**config.mk**
```make
export PLATFORM = sky130hd
export DESIGN_NAME = zcg_gain_ctrl
export DESIGN_NICKNAME = d
export VERILOG_FILES = /design/src/rtl/zcg_pkg.sv /design/src/rtl/zcg_ctrl.sv /design/src/rtl/zcg_datapath.sv /design/src/rtl/zcg_gain_ctrl.sv
export SDC_FILE = /design/constraint.sdc
export NUM_CORES = 1
export LEC_CHECK = 0
export BUFFER_PORTS_ARGS = -buffer_cell sky130_fd_sc_hd__buf_2
export CORE_MARGIN = 4
export CORE_UTILIZATION = 55
export CTS_BUF_LIST = sky130_fd_sc_hd__clkbuf_4
export DETAILED_ROUTE_END_ITERATION = 16
export GPL_ROUTABILITY_DRIVEN = 0
export HOLD_SLACK_MARGIN = 0.1
export PLACE_DENSITY = 0.78
export SYNTH_ARGS = -nofsm -noshare
export SYNTH_HDL_FRONTEND = slang
export SYNTH_SLANG_ARGS = --single-unit
```
**constraint.sdc**
```tcl
create_clock -name clk -period 3.4 [get_ports clk]
set_input_delay 0.51 -clock clk [delete_from_list [all_inputs] [get_ports clk]]
set_output_delay 0.51 -clock clk [all_outputs]
set_load 0.005 [all_outputs]
```
**src/rtl/zcg_pkg.sv**
```systemverilog
package zcg_pkg;
  localparam int CODE_W = 4;
  localparam int DB_W   = 6;

  // strobes from the channel control to its datapath
  typedef struct packed {
    logic takeWrite;   // latch written code as new target
    logic loadDirect;  // active <= written code
    logic applyPend;   // active <= pending code
    logic clrCnt;      // restart timeout count
    logic countEn;     // advance timeout count
  } zcgStrobe_t;
endpackage

```
**src/rtl/zcg_ctrl.sv**
```systemverilog
module zcg_ctrl
  import zcg_pkg::*;
(
  input  logic              clk,
  input  logic              rst_n,
  input  logic              wrEn,
  input  logic              zcEn,
  input  logic [CODE_W-1:0] wrCode,
  input  logic [CODE_W-1:0] pendCode,
  input  logic              stb,
  input  logic              zeroCross,
  input  logic              cntDone,
  output zcgStrobe_t        strb
);
  logic pending, pendingNext;
  logic differs;

  assign differs = (wrCode != pendCode);

  always_comb begin
    strb        = '0;
    pendingNext = pending;
    if (wrEn && !zcEn) begin
      strb.takeWrite  = 1'b1;
      strb.loadDirect = 1'b1;
      strb.clrCnt     = 1'b1;
      pendingNext     = 1'b0;
    end else if (wrEn && differs) begin
      strb.takeWrite = 1'b1;
      strb.clrCnt    = 1'b1;
      pendingNext    = 1'b1;
    end else if (pending && stb) begin
      if (zeroCross || cntDone) begin
        strb.applyPend = 1'b1;
        strb.clrCnt    = 1'b1;
        pendingNext    = 1'b0;
      end else begin
        strb.countEn = 1'b1;
      end
    end
  end

  always_ff @(posedge clk or negedge rst_n) begin
    if (!rst_n) pending <= 1'b0;
    else        pending <= pendingNext;
  end
endmodule

```
**src/rtl/zcg_datapath.sv**
```systemverilog
module zcg_datapath
  import zcg_pkg::*;
#(
  parameter int SAMPLE_W = 16,
  parameter int TIMEOUT  = 768
) (
  input  logic                       clk,
  input  logic                       rst_n,
  input  logic                       stb,
  input  logic signed [SAMPLE_W-1:0] sample,
  input  logic [CODE_W-1:0]          wrCode,
  input  zcgStrobe_t                 strb,
  output logic [CODE_W-1:0]          pendCode,
  output logic                       zeroCross,
  output logic                       cntDone,
  output logic [CODE_W-1:0]          actCode,
  output logic [DB_W-1:0]            db,
  output logic                       upd
);
  localparam int CNT_W = (TIMEOUT > 2) ? $clog2(TIMEOUT) : 1;
  localparam logic [CNT_W-1:0] CNT_LAST = CNT_W'(TIMEOUT - 1);

  logic [CNT_W-1:0] cnt;
  logic             prevSign;
  logic             signNow;

  assign signNow   = sample[SAMPLE_W-1];
  assign zeroCross = stb && ((sample == '0) || (signNow != prevSign));
  assign cntDone   = (cnt == CNT_LAST);

  always_ff @(posedge clk or negedge rst_n) begin
    if (!rst_n) begin
      prevSign <= 1'b0;
      pendCode <= '0;
      actCode  <= '0;
      cnt      <= '0;
      upd      <= 1'b0;
    end else begin
      if (stb) prevSign <= signNow;
      if (strb.takeWrite) pendCode <= wrCode;
      if (strb.clrCnt)       cnt <= '0;
      else if (strb.countEn) cnt <= cnt + 1'b1;
      if (strb.loadDirect)     actCode <= wrCode;
      else if (strb.applyPend) actCode <= pendCode;
      upd <= (strb.loadDirect && (wrCode != actCode)) ||
             (strb.applyPend && (pendCode != actCode));
    end
  end

  // 2 dB steps up to code 9, 3 dB steps above
  always_comb begin
    if (actCode <= CODE_W'(9))
      db = {1'b0, actCode, 1'b0};
    else
      db = {2'b00, actCode} + {1'b0, actCode, 1'b0} - DB_W'(9);
  end
endmodule

```
**src/rtl/zcg_gain_ctrl.sv**
```systemverilog
module zcg_gain_ctrl
  import zcg_pkg::*;
#(
  parameter int SAMPLE_W = 16,
  parameter int TIMEOUT  = 768
) (
  input  logic                       clk,
  input  logic                       rst_n,
  input  logic                       sampleStb,
  input  logic signed [SAMPLE_W-1:0] sampleL,
  input  logic signed [SAMPLE_W-1:0] sampleR,
  input  logic                       wrEnL,
  input  logic [CODE_W-1:0]          wrCodeL,
  input  logic                       zcEnL,
  input  logic                       wrEnR,
  input  logic [CODE_W-1:0]          wrCodeR,
  input  logic                       zcEnR,
  output logic [CODE_W-1:0]          gainL,
  output logic [CODE_W-1:0]          gainR,
  output logic [DB_W-1:0]            dbL,
  output logic [DB_W-1:0]            dbR,
  output logic                       updL,
  output logic                       updR
);
  localparam int NCH = 2;

  logic signed [SAMPLE_W-1:0] smp  [NCH];
  logic                       wrE  [NCH];
  logic [CODE_W-1:0]          wrC  [NCH];
  logic                       zcE  [NCH];
  logic [CODE_W-1:0]          act  [NCH];
  logic [DB_W-1:0]            dbV  [NCH];
  logic                       updV [NCH];

  assign smp[0] = sampleL;  assign smp[1] = sampleR;
  assign wrE[0] = wrEnL;    assign wrE[1] = wrEnR;
  assign wrC[0] = wrCodeL;  assign wrC[1] = wrCodeR;
  assign zcE[0] = zcEnL;    assign zcE[1] = zcEnR;

  for (genvar ch = 0; ch < NCH; ch++) begin : g_ch
    zcgStrobe_t        strb;
    logic [CODE_W-1:0] pendCode;
    logic              zeroCross;
    logic              cntDone;

    zcg_ctrl u_ctrl (
      .clk(clk), .rst_n(rst_n), .wrEn(wrE[ch]), .zcEn(zcE[ch]),
      .wrCode(wrC[ch]), .pendCode(pendCode), .stb(sampleStb),
      .zeroCross(zeroCross), .cntDone(cntDone), .strb(strb)
    );

    zcg_datapath #(.SAMPLE_W(SAMPLE_W), .TIMEOUT(TIMEOUT)) u_dp (
      .clk(clk), .rst_n(rst_n), .stb(sampleStb), .sample(smp[ch]),
      .wrCode(wrC[ch]), .strb(strb), .pendCode(pendCode),
      .zeroCross(zeroCross), .cntDone(cntDone), .actCode(act[ch]),
      .db(dbV[ch]), .upd(updV[ch])
    );
  end

  assign gainL = act[0];  assign gainR = act[1];
  assign dbL   = dbV[0];  assign dbR   = dbV[1];
  assign updL  = updV[0]; assign updR  = updV[1];
endmodule

```
==> flow_metrics.py <==
metrics = {
    "routing": {
        "via_per_inst": 5.82,
        "antenna_left": 0,
        "remaining_drc_errors": 0,
        "drt_first_pass_iters": 4,
        "routedWlPerCell_um": 13.9,
        "route.vias.total": 2739,
        "wirelength_um": 6530,
        "drt_iter0_drc": 133,
    },
    "final_layout": {
        "fin_cells": 471,
        "post-route-util": 0.664,
        "fin_nets": 459,
        "antenna_cells": 0,
        "drive_gt1_frac": 0.252,
        "syn2layout_area_growth_pct": 14.8,
    },
    "yosys": {
        "yosysMostFrequentCell": "dfrtp_1",
        "synth_top_area_frac": 0.347,
        "synth_seq_area_share": 0.347,
        "yosysUniqueCellTypes": 48,
        "postSynthAreaPerCell_um2": 8.86,
        "yosys.area.top_type": "dfrtp_1",
        "synth_edf_count": 0,
        "syn_nets": 401,
        "synth_area_um2": 3030,
        "synth_cells": 342,
        "synth_flop_cell": "dfrtp_1",
        "yosysWarnings": 0,
        "async_reset_ff_frac": 1.00,
        "synth_area_leaders": "dfrtp_1 35%, xnor2_1 6.6%, ha_1 5.0%",
        "synth_seq_cells": 42,
        "synthTopCellsByCount": "42 x dfrtp_1, 25 x nand2_1, 23 x xnor2_1",
    },
    "clock_network": {
        "tritoncts": "built",
        "clk_latency_ps": 360,
        "cts_hold_buf": 0,
        "clock-sinks": 42,
        "cts_buffers": 5,
        "cts_max_level": 2,
        "cts_root_buf": "clkbuf_4",
        "cts_buffer_depth": 2,
        "path_clk_slew_ps": 140,
        "postCtsSetupRepairBufs": 0,
        "cts.repair.resized": 0,
    },
    "die": {
        "start_util": 0.579,
        "die_x_um": 82.2,
        "dieArea_um2": 6760,
        "io_pins": 69,
        "core_um2": 5240,
        "fp.dieH_um": 82.2,
        "rows": 26,
    },
    "power_and_ir_drop": {
        "ir_drop_uv": 242,
        "power-per-cell-area_nw_per_um2": 429,
        "p_leak_nw": 1.56,
    },
    "sta": {
        "hold_viol_final": 0,
        "clock_skew_ps": 21.7,
        "timing.hold.ws_ps": 268,
        "setup_viol": 0,
        "fmax_ghz": 0.325,
        "tightest_slew_ps": 913,
        "rsz0062_at_grt": "no",
        "final.setup.tns_ps": 0,
        "layout_min_cycle_time_ps": 3080,
        "slew_violations": 0,
        "slew_headroom": 0.391,
        "timing.final.crit_share": 0.906,
    },
    "outcome": {
        "status": "completed",
    },
    "placement": {
        "dp.cells": 463,
        "port_buffers": 68,
        "dp_hpwl_um": 4870,
    },
    "setup_path": {
        "crit_required_ps": 2890,
        "path_max_fanout": 11,
        "arrival_ps": 2570,
        "startpoint_type": "flop",
        "critPathCaptureType": "output pin",
        "critPathKind": "flop to output pin",
    },
    "run": {
        "drv_cap": 0,
    },
    "min_path": {
        "hp-class": "input pin to asynchronous set/reset pin",
    },
    "grt": {
        "track_usage": 0.208,
        "grt_pass1_wl_um": 11300,
        "overflow": 0,
        "grt_pass1_vias": 2587,
        "antenna_found_initial": 0,
        "grt_start_max_net_pins": 43,
    },
}
-- power by group --
part | internal [mW] | leakage (nW) | switching (mW)
combinational | 0.270 | 0.977 | 0.288
clock | 0.154 | 0.0374 | 0.171
sequential | 0.537 | 0.542 | 0.0709
-- cells by family after synthesis --
kind of cell / share of synthesized area
compound gates: 0.203
flops: 0.347
xor+xnor: 0.110
mux: 0.0479
buf+inv: 0.0495
simple gates: 0.193
fa+ha+maj: 0.0495
-- cell type report --
type                    instances  area (um^2)
multi-input cells             261         1830
fillers                       431         1760
flip-flops and latches         42         1050
repair buffers                 69          348
well taps                      70         87.6
inverters                      21         78.8
clock inverters                 3         45.0
clock buffers                   5         37.5
-- worst max-delay path: stages (launching register included) --
cell and delay, ps:
dfrtp_2 500, inv_1 90, ha_1 270, inv_1 40, ha_1 320, a31o_2 250
a21oi_1 220, mux2i_1 210, nand2_1 70, o211ai_1 100, buf_2 130
-- cells in the final DEF, fill, tap and decap left out, types with 5 or more instances in the layout --
master,synthesis,routed
a21o_1,7,7
a21oi_1,21,21
and2_1,9,9
and3_1,7,7
buf_2,3,68
clkbuf_4,0,5
dfrtp_1,42,40
ha_1,12,12
inv_1,21,21
mux2_2,12,12
nand2_1,25,25
nand3_1,15,15
nand4_1,8,8
nor2_1,22,22
nor3_1,5,5
nor4_1,10,10
o21ai_0,14,14
o22ai_1,6,6
xnor2_1,23,23
xor2_1,15,15
-- metrics by stage --
stage / worst slack (ps) / power (mW) / instance area, um^2
6_report: 321 / 1.49 / 3480
5_1_grt: 120 / 1.61 / 3480
3_3_place_gp: 712 / 1.16 / 3390
3_5_place_dp: 632 / 1.17 / 3390
2_1_floorplan: 737 / 1.00 / 3030
4_1_cts: 207 / 1.50 / 3480
-- worst paths after layout --
check | from | endpoint | slack (ps) | cells after the start
max | g_ch[0].u_dp.actCode[2]$_DFFE_PN0P_ | dbL[4] | 320 | 10
min | rst_n | g_ch[1].u_dp.cnt[7]$_DFFE_PN0P_ | 270 | 1
max reg2reg | g_ch[1].u_dp.pendCode[3]$_DFFE_PN0P_ | g_ch[1].u_dp.actCode[1]$_DFFE_PN0P_ | 1270 | 5
min reg2reg | g_ch[0].u_dp.prevSign$_DFFE_PN0P_ | g_ch[0].u_dp.prevSign$_DFFE_PN0P_ | 540 | 1
max in group asynchronous | rst_n | g_ch[1].u_dp.actCode[1]$_DFFE_PN0P_ | 2500 | 1
min in group clk | zcEnL | g_ch[0].u_ctrl.pending$_DFFE_PN0P_ | 380 | 3
-- routing by layer --
layer | global-route usage | vias up | part of all wire
met3 | 0.0293 | 6 | 0.055
met2 | 0.365 | 91 | 0.49
li1 | - | 1368 | -
met1 | 0.265 | 1274 | 0.45
met4 | 0.0648 | 0 | 0.011
met5 | 0 | - | 0
-- registers in the layout, indices dropped and copies added (netlist names) --
name and flops:
g_ch.u_dp.pendCode 8, g_ch.u_dp.actCode 8, g_ch.u_ctrl.pending 2, g_ch.u_dp.cnt 20, g_ch.u_dp.upd 2, g_ch.u_dp.prevSign 2
(Power assumes the default switching activity.)
